### src/rtl/fr_pkg.sv
package fr_pkg;

   // Sequencer states of the read engine.
   typedef enum logic [2:0] {
      ST_IDLE,   // chip select high
      ST_LEAD,   // chip select low, SCK at rest, setup time
      ST_LOW,    // low half of a bit cell, MOSI presented
      ST_HIGH,   // high half of a bit cell, MISO captured on entry
      ST_HOLD,   // parked at a byte boundary, SCK high
      ST_TAIL    // SCK back at rest, chip select still low
   } fr_state_t;

   localparam logic [7:0] FR_OPCODE = 8'h0B;

endpackage

### src/rtl/fr_halfper.sv
// Half-period timer: pulses tick on the last cycle of each SCK half period.
module fr_halfper #(
   parameter int DIV = 2
) (
   input  logic clk,
   input  logic rst_n,
   input  logic en,
   output logic tick
);
   localparam int CW = (DIV > 1) ? $clog2(DIV) : 1;

   generate
      if (DIV == 1) begin : g_direct
         logic unused_ok;
         assign unused_ok = clk ^ rst_n;
         assign tick = en;
      end else begin : g_count
         logic [CW-1:0] cnt;
         assign tick = en && (cnt == CW'(DIV - 1));
         always_ff @(posedge clk or negedge rst_n) begin
            if (!rst_n)
               cnt <= '0;
            else if (!en || tick)
               cnt <= '0;
            else
               cnt <= cnt + 1'b1;
         end
      end
   endgenerate
endmodule

### src/rtl/fr_hdr_shift.sv
// Header shifter: opcode, address and dummy bits leave MSB first; zeros follow.
module fr_hdr_shift #(
   parameter int HDR_W = 40
) (
   input  logic             clk,
   input  logic             rst_n,
   input  logic             load,
   input  logic [HDR_W-1:0] load_val,
   input  logic             shift,
   output logic             mosi
);
   logic [HDR_W-1:0] sh;

   always_ff @(posedge clk or negedge rst_n) begin
      if (!rst_n)
         sh <= '0;
      else if (load)
         sh <= load_val;
      else if (shift)
         sh <= {sh[HDR_W-2:0], 1'b0};
   end

   assign mosi = sh[HDR_W-1];
endmodule

### src/rtl/fr_rx_byte.sv
// Receive assembler with a single-entry valid/ready output register.
module fr_rx_byte #(
   parameter int BYTE_W = 8
) (
   input  logic              clk,
   input  logic              rst_n,
   input  logic              sample,
   input  logic              last,
   input  logic              miso,
   input  logic              out_ready,
   output logic [BYTE_W-1:0] out_data,
   output logic              out_valid
);
   logic [BYTE_W-2:0] sh;

   always_ff @(posedge clk or negedge rst_n) begin
      if (!rst_n) begin
         sh        <= '0;
         out_data  <= '0;
         out_valid <= 1'b0;
      end else begin
         if (sample)
            sh <= {sh[BYTE_W-3:0], miso};
         if (sample && last) begin
            out_data  <= {sh, miso};
            out_valid <= 1'b1;
         end else if (out_ready) begin
            out_valid <= 1'b0;
         end
      end
   end
endmodule

### src/rtl/spi_fastread_ctrl.sv
module spi_fastread_ctrl
   import fr_pkg::*;
#(
   parameter int CLK_DIV       = 2,
   parameter int ADDR_W        = 24,
   parameter int CNT_W         = 16,
   parameter int DUMMY_BYTES   = 1,
   parameter bit SCK_IDLE_HIGH = 1'b0
) (
   input  logic              clk,
   input  logic              rst_n,
   input  logic              start,
   input  logic [ADDR_W-1:0] start_addr,
   input  logic [CNT_W-1:0]  byte_count,
   output logic              busy,
   output logic              spi_cs_n,
   output logic              spi_sck,
   output logic              spi_mosi,
   input  logic              spi_miso,
   output logic [7:0]        out_data,
   output logic              out_valid,
   input  logic              out_ready
);
   localparam int HDR_W = 8 + ADDR_W + 8 * DUMMY_BYTES;
   localparam int HC_W  = $clog2(HDR_W);
   localparam logic IDLE_LVL = SCK_IDLE_HIGH;

   generate
      if (CLK_DIV < 1) begin : g_bad_div
         $error("CLK_DIV must be at least 1");
      end
      if (ADDR_W < 8 || (ADDR_W % 8) != 0) begin : g_bad_addr
         $error("ADDR_W must be a positive multiple of 8");
      end
      if (CNT_W < 1) begin : g_bad_cnt
         $error("CNT_W must be at least 1");
      end
      if (DUMMY_BYTES < 0) begin : g_bad_dummy
         $error("DUMMY_BYTES must not be negative");
      end
   endgenerate

   fr_state_t        state, state_d;
   logic [HC_W-1:0]  hdr_cnt;
   logic             in_data;
   logic [2:0]       bit_cnt;
   logic [CNT_W-1:0] bytes_left;
   logic             tick, timed, accept, can_go, rx_sample, tx_shift;

   assign accept    = (state == ST_IDLE) && start && (byte_count != '0);
   assign can_go    = !out_valid || out_ready;
   assign timed     = (state == ST_LEAD) || (state == ST_LOW) ||
                      (state == ST_HIGH) || (state == ST_TAIL);
   assign rx_sample = (state == ST_LOW) && tick && in_data;
   assign tx_shift  = (state == ST_HIGH) && tick;

   fr_halfper #(.DIV(CLK_DIV)) u_div (
      .clk (clk),
      .rst_n (rst_n),
      .en  (timed),
      .tick (tick)
   );

   fr_hdr_shift #(.HDR_W(HDR_W)) u_tx (
      .clk      (clk),
      .rst_n    (rst_n),
      .load     (accept),
      .load_val ({FR_OPCODE, start_addr, {(8 * DUMMY_BYTES){1'b0}}}),
      .shift    (tx_shift),
      .mosi     (spi_mosi)
   );

   fr_rx_byte #(.BYTE_W(8)) u_rx (
      .clk       (clk),
      .rst_n     (rst_n),
      .sample    (rx_sample),
      .last      (bit_cnt == 3'd7),
      .miso      (spi_miso),
      .out_ready (out_ready),
      .out_data  (out_data),
      .out_valid (out_valid)
   );

   // Next-state decision; a new data byte starts only when the output slot is free.
   always_comb begin
      state_d = state;
      unique case (state)
         ST_IDLE: if (accept) state_d = ST_LEAD;
         ST_LEAD: if (tick)   state_d = ST_LOW;
         ST_LOW:  if (tick)   state_d = ST_HIGH;
         ST_HIGH: begin
            if (tick) begin
               if (!in_data) begin
                  if (hdr_cnt == '0)
                     state_d = can_go ? ST_LOW : ST_HOLD;
                  else
                     state_d = ST_LOW;
               end else if (bit_cnt == 3'd7) begin
                  if (bytes_left == '0)
                     state_d = ST_TAIL;
                  else
                     state_d = can_go ? ST_LOW : ST_HOLD;
               end else begin
                  state_d = ST_LOW;
               end
            end
         end
         ST_HOLD: if (can_go) state_d = ST_LOW;
         ST_TAIL: if (tick)   state_d = ST_IDLE;
         default: state_d = ST_IDLE;
      endcase
   end

   // State and registered pin levels derived from the next state.
   always_ff @(posedge clk or negedge rst_n) begin
      if (!rst_n) begin
         state    <= ST_IDLE;
         spi_cs_n <= 1'b1;
         busy     <= 1'b0;
         spi_sck  <= IDLE_LVL;
      end else begin
         state    <= state_d;
         spi_cs_n <= (state_d == ST_IDLE);
         busy     <= (state_d != ST_IDLE);
         unique case (state_d)
            ST_HIGH, ST_HOLD: spi_sck <= 1'b1;
            ST_LOW:           spi_sck <= 1'b0;
            default:          spi_sck <= IDLE_LVL;
         endcase
      end
   end

   // Header, bit and byte bookkeeping.
   always_ff @(posedge clk or negedge rst_n) begin
      if (!rst_n) begin
         hdr_cnt    <= '0;
         in_data    <= 1'b0;
         bit_cnt    <= '0;
         bytes_left <= '0;
      end else if (accept) begin
         hdr_cnt    <= HC_W'(HDR_W - 1);
         in_data    <= 1'b0;
         bit_cnt    <= '0;
         bytes_left <= byte_count;
      end else begin
         if (rx_sample && (bit_cnt == 3'd7))
            bytes_left <= bytes_left - 1'b1;
         if (tx_shift) begin
            if (!in_data) begin
               if (hdr_cnt == '0)
                  in_data <= 1'b1;
               else
                  hdr_cnt <= hdr_cnt - 1'b1;
            end else begin
               bit_cnt <= bit_cnt + 1'b1;
            end
         end
      end
   end
endmodule

### config.mk
export PLATFORM = sky130hd
export DESIGN_NAME = spi_fastread_ctrl
export DESIGN_NICKNAME = d
export VERILOG_FILES = /design/src/rtl/fr_pkg.sv /design/src/rtl/fr_halfper.sv /design/src/rtl/fr_hdr_shift.sv /design/src/rtl/fr_rx_byte.sv /design/src/rtl/spi_fastread_ctrl.sv
export SDC_FILE = /design/constraint.sdc
export NUM_CORES = 1
export LEC_CHECK = 0
export ABC_AREA = 1
export BUFFER_PORTS_ARGS = -buffer_cell sky130_fd_sc_hd__buf_2
export CORE_MARGIN = 2
export CORE_UTILIZATION = 58
export CTS_CLUSTER_SIZE = 28
export DETAILED_ROUTE_END_ITERATION = 16
export MAX_ROUTING_LAYER = met4
export PLACE_DENSITY = 0.87
export SYNTH_ARGS = -nofsm -noshare
export SYNTH_HDL_FRONTEND = slang
export SYNTH_HIERARCHICAL = 1
export SYNTH_SLANG_ARGS = --single-unit
export TNS_END_PERCENT = 20
### constraint.sdc
create_clock -name clk -period 2.6 [get_ports clk]
set_input_delay 0 -clock clk [delete_from_list [all_inputs] [get_ports clk]]
set_output_delay 0 -clock clk [all_outputs]
set_load 0.02 [all_outputs]
* After elaboration in Yosys (flattened, before gate mapping)
Cells that the tools add are included.
W data, S select, Z words.
** Storage, ports and cells
- Register bits after elaboration :: 89
** Cells by class
- Reduce and logical (&&, ||, !) cells :: 27
- Eq/ne operators :: 10
- Multiplexer cells :: 31
- $add $sub $neg :: 4
** Operators by type and width (count)
- $mux W40 :: 2
- $mux W3 :: 14
- $mux W16 :: 2
- $mux W6 :: 4
- $pmux W3 S6 :: 1
- $logic_not A16 Y1 :: 1
- $reduce_bool A16 Y1 :: 1
- $sub A16 B1 Y16 const B :: 1
- $eq A3 B3 Y1 const B :: 4
- $eq A3 B2 Y1 const B :: 3
- $mux W1 :: 8
- $reduce_bool A2 Y1 :: 4
- $logic_and A1 B1 Y1 :: 7
- $logic_not A3 Y1 :: 2
- $logic_not A6 Y1 :: 1
- $sub A6 B1 Y6 const B :: 1
- $logic_or A1 B1 Y1 :: 5
- $add A3 B1 Y3 const B :: 1
- $eq A3 B1 Y1 const B :: 1
- $reduce_and A3 Y1 :: 1
- $reduce_bool A3 Y1 :: 1
- $logic_not A1 Y1 :: 2
- $ne A2 B1 Y1 const B :: 1
- $ne A2 B2 Y1 const B :: 1
- other kinds (3) :: 3

* Logic depth before layout (Yosys ltp)
- Word-level depth :: 11
- Gate-level depth with buffers :: 14
- Mapped depth without buffers :: 14

* Modules after synthesis
The synthesis kept the hierarchy.
** Modules (own cells, without submodules)
- fr_hdr_shift :: cells an instance 218, sequential area each 1001.0 µm², instances 1, area an instance 1996.9 µm²
- spi_fastread_ctrl :: cells an instance 259, sequential area each 802.0 µm², instances 1, area an instance 1991.9 µm²
- fr_rx_byte :: cells an instance 67, sequential area each 400.4 µm², instances 1, area an instance 636.9 µm²
- fr_halfper :: cells an instance 5, sequential area each 25.0 µm², instances 1, area an instance 42.5 µm²

* Worst setup path before layout
Ideal clock, no wire load.
- Path type :: register to register
- Start point :: reg state[1]
- End point :: reg u_tx.sh[27]
- Period minus slack after synthesis :: 1821 ps
- Stages on the path, launching flop included :: 13
- Arrival time :: 1700 ps
- Library setup time :: 121 ps
- Slack :: 779 ps
- Buffers on the path :: 4
- Cells stage by stage :: dfrtp_1 > inv_2 > nand2_1 > nor2_1 > nand2_2 > inv_2 > buf_2 > buf_6 > inv_4 > buf_6 > buf_8 > nand3_2 > nand3_2
** On the way
- Elaborated cells on any way between the ends :: 14
** RTL lines
- from (decl) :: line spi_fastread_ctrl.sv:43 : fr_state_t state, state_d;
- from (signal assigned) :: line spi_fastread_ctrl.sv:122 : state <= state_d;
- $logic_not A3 Y1 * :: line spi_fastread_ctrl.sv:50 : assign accept = (state == ST_IDLE) && start && (byte_count != '0);
- $logic_and A1 B1 Y1 * (2 in a row) :: line spi_fastread_ctrl.sv:50
- named net accept :: line spi_fastread_ctrl.sv:48 : logic tick, timed, accept, can_go, rx_sample, tx_shift;
- $mux W40 or $reduce_bool A2 Y1 (tied branches)
- to (signal assigned) :: line fr_hdr_shift.sv:18 : sh <= load_val;
- to (signal assigned) :: line fr_hdr_shift.sv:20 : sh <= {sh[HDR_W-2:0], 1'b0};
- to (decl) :: line fr_hdr_shift.sv:12 : logic [HDR_W-1:0] sh;
Mark *: on every way through the listed nets, which the timed path passes. The rest lies on a longest branch.
A chain may end at the register's enable or synchronous reset.

* Final worst setup path
- Start point :: reg bit_cnt[0]
- End point :: reg bytes_left[1]
** On the way
- Longest elaborated chain between the ends :: 3
** RTL lines
- from (decl) :: line spi_fastread_ctrl.sv:46 : logic [2:0] bit_cnt;
- from (signal assigned) :: line spi_fastread_ctrl.sv:155 : bit_cnt <= bit_cnt + 1'b1;
- $eq A3 B3 Y1 :: line spi_fastread_ctrl.sv:146 : if (rx_sample && (bit_cnt == 3'd7))
- $logic_and A1 B1 Y1 :: line spi_fastread_ctrl.sv:146
- $reduce_bool A2 Y1 (no source line)
- to (signal assigned) :: line spi_fastread_ctrl.sv:144 : bytes_left <= byte_count;
- to (signal assigned) :: line spi_fastread_ctrl.sv:147 : bytes_left <= bytes_left - 1'b1;
- to (decl) :: line spi_fastread_ctrl.sv:47 : logic [CNT_W-1:0] bytes_left;
Every way passes these cells.

==> metrics.md <==
| Metric | Value |
|---|---|
| HPWL after DPL | 6320 um |
| TritonCTS Buffers | 9 |
| Final Hold Fails | 0 |
| Number of global-route vias before repair | 3833 |
| Max_cap viols | 0 |
| Worst path bufs/invs | 2 |
| Dpl cell area | between 4000 and 5000 um^2 |
| Clock share of power | 0.411 |
| Synthesized cell area | 4670 um^2 |
| P_int | ~2 mW |
| CP Launch Type | flop |
| Critical Path Fanout Max | 12 |
| Largest net degree at the start of global routing | 90 |
| Port-buffer cells | 57 |
| Chip height | 93.7 um |
| CP Cell Sequence | ha_1 -> ha_1 -> inv_1 -> nor3_4 -> nor2_4 -> inv_2 -> o221ai_1 |
| Worst-Skew Late Latency | 0.36 ns |
| Worst path most repeated cell | ha_1 |
| Switching share of power | 0.218 |
| Status | completed |
| Routed Antenna Nets | 0 |
| WL/cell | about 13 um |
| Final instance area | 5650 um^2 |
| Final Slew Violations | 0 |
| Power Density | about 450 nW/um^2 |
| Post-CTS sizing | 0 |
| Fraction of layout cells with a size suffix above 1 | 0.204 |
| Commonest non-fill, non-tap cell in the layout | nand2_1 |
| Die ar. | 8780 um^2 |
| Critical Path Sink Type | flop |
| Nets | 708 |
| Final Wtd Congestion | 0.874 |
| Syn Inst Count | roughly 550 |
| Static Leak | between 2 and 3 nW |
| Critical path required time | approximately 2.8 ns |
| Global route total overflow | 0 |
| Layout fillers | ~540 |
| IO Pins | 58 |
| Crit path max-delay cell type | ha_1 |
| Vias | ~4k |
| Post-Syn Area per Cell | 8.50 um^2 |
| Antenna violations before repair | 0 |
| Max VDD drop | 305 uV |
| Clock root cell | clkbuf_8 |
| Critical path type | reg -> reg |
| Initial drt markers | 223 |
| DR pass1 iterations | 5 |
| # rows | 32 |
| Yosys cell types | 38 |
| Total Power | 2.56 mW |
| Worst Path Arrival | about 2.4 ns |
| CP max stage delay | 0.50 ns |
| Slew Limit Headroom | 0.270 |
| Switch Pwr | between 500 and 600 uW |
| Most frequent cells in the layout | 158 x nand2_1, 88 x dfrtp_1, 74 x nand3_1, 56 x buf_2, 44 x inv_1 |
| Cell family with most CP delay | adder cells |
| CP startpoint | bit_cnt[0] |
| Die Wd | ~94 um |
| Slew @ Worst Pin | 1.10 ns |
| All-Layer GR Usage | 0.258 |
| Register area share after synthesis | 0.477 |
| Reg power frac | 0.541 |
| Setup TNS | 0 ns |
| RSZ-0062 raised after global routing | false |
| Combinational power share | 0.048 |
| HP Start | start |
| Final Cycle Share | 0.838 |
| Clock Sinks | 89 |
| Synth warn | 6 |
| R2R Setup Slk | roughly 0.42 ns |
| Wire length of the first global-routing pass | 17400 um |
| Remaining DRCs | 0 |
| Reg2reg start | bit_cnt[0] |
| Area of the core | between 7000 and 8000 um^2 |
| Area Overhead vs Synth | 21.0% |
| Final setup fails | 0 |
| Post-layout util | 0.727 |
| Worst Hold Class | in -> reg |
| Clock tree buffer depth | 2 |
| Clock-pin slew on the worst setup and hold paths | 0.09 ns |
| Via density | between 5 and 6 |
| Synth Register Bits | 89 |
| Fmax | approximately 0.46 GHz |
| Diodes inserted | 0 |
| Routed WL | ~10000 um |
| CTS tree | done |
| Initial Util | 0.601 |
| Max Clock Skew | roughly 0.015 ns |
| Final min period | about 2.2 ns |
| CTS H-Tree Depth | 3 |
==> cell families (layout without fill, tap and decap cells) <==
logic type | Yosys count | in the layout | share of synthesized area
compound gates | 49 | 49 | 0.0646
xor+xnor | 12 | 12 | 0.0225
fa+ha+maj | 5 | 5 | 0.0134
buf+inv | 75 | 175 | 0.0834
flops | 89 | 89 | 0.477
other cells | 2 | 16 | 0.00161
simple gates | 317 | 317 | 0.337
==> cell usage after synthesis (all sizes together) <==
cell type  instances  share of area
conb               2         0.0016
a21oi             11          0.012
clkinv             1        0.00080
o21a               1         0.0016
nand2            164           0.14
a21boi             1         0.0016
xor2               7          0.013
o221ai             6          0.011
nor2              45          0.046
a31oi              1         0.0013
inv               52          0.042
dfstp              1         0.0056
buf               22          0.040
nor3               2         0.0070
xnor2              5         0.0094
nand3            103           0.14
nand4              2         0.0040
a32oi              1         0.0019
ha                 5          0.013
o211ai             6         0.0096
dfrtp             88           0.47
o21ai             20          0.022
nand3b             1         0.0016
a22oi              2         0.0032
==> layer usage <==
layer / share of wire / global-route usage
met2: 0.49 / 0.415
met3: 0.043 / 0.0401
met1: 0.45 / 0.339
met4: 0.013 / 0.0845
met5: 0 / -
==> repair_timing <==
action / 4_1_cts / 5_1_grt
endpoints found under the hold margin: 131 / 0
buffers inserted: 0 / 0
setup endpoints to repair: 0 / 0
hold buffers: 43 / 0
==> worst paths after layout <==
| path | depth (start not counted) | to |
|---|---|---|
| worst max-delay path | 7 | bytes_left[1] |
| worst min-delay path | 7 | bytes_left[3] |
| max in group asynchronous | 2 | u_tx/sh[37] |
| worst max register to register | 7 | bytes_left[1] |
| min in group asynchronous | 2 | u_rx/out_data[5] |
| worst min register to register | 1 | u_div/g_count.cnt |
==> worst register-to-register path, cell delays in order (launching register included) <==
cell      delay (ns)
dfrtp_1         0.38
ha_1            0.16
ha_1            0.50
inv_1           0.18
nor3_4          0.43
nor2_4          0.14
inv_2           0.15
o221ai_1        0.12
==> power by group through the flow <==
stage          clock, mW  combinational (mW)  sequential, mW
5_1_grt             1.14               0.138            1.38
4_1_cts             1.07               0.121            1.38
3_5_place_dp           0              0.0717            1.41
2_1_floorplan          0             0.00828            1.41
3_3_place_gp           0              0.0701            1.41
6_report            1.05               0.123            1.38
==> registers in the layout, indices dropped and copies added (netlist names) <==
signal             flops
bit_cnt                3
busy                   1
bytes_left            16
hdr_cnt                6
in_data                1
spi_cs_n               1
spi_sck                1
state                  3
u_div/g_count.cnt      1
u_rx/out_data          8
u_rx/out_valid         1
u_rx/sh                7
u_tx/sh               40
==> cell type report <==
type                            count  area, um^2  share of cell area
Inverter                           53         201              0.0357
Clock inverter                      7        98.8              0.0175
Multi-Input combinational cell    399        2100               0.372
Sequential cell                    89        2230               0.395
Timing Repair Buffer              106         763               0.135
Tap cell                          102         128              0.0226
Clock buffer                        9         124              0.0219
==> through the flow <==
step	worst slack [ns]	hold slack (ns)	instances
2_1_floorplan	0.779	-0.296	563
3_3_place_gp	0.512	0.216	706
3_5_place_dp	0.470	0.224	706
4_1_cts	0.441	0.139	765
5_1_grt	0.258	0.177	765
6_report	0.421	0.160	765
No activity file was read; power rests on OpenSTA's default activity.
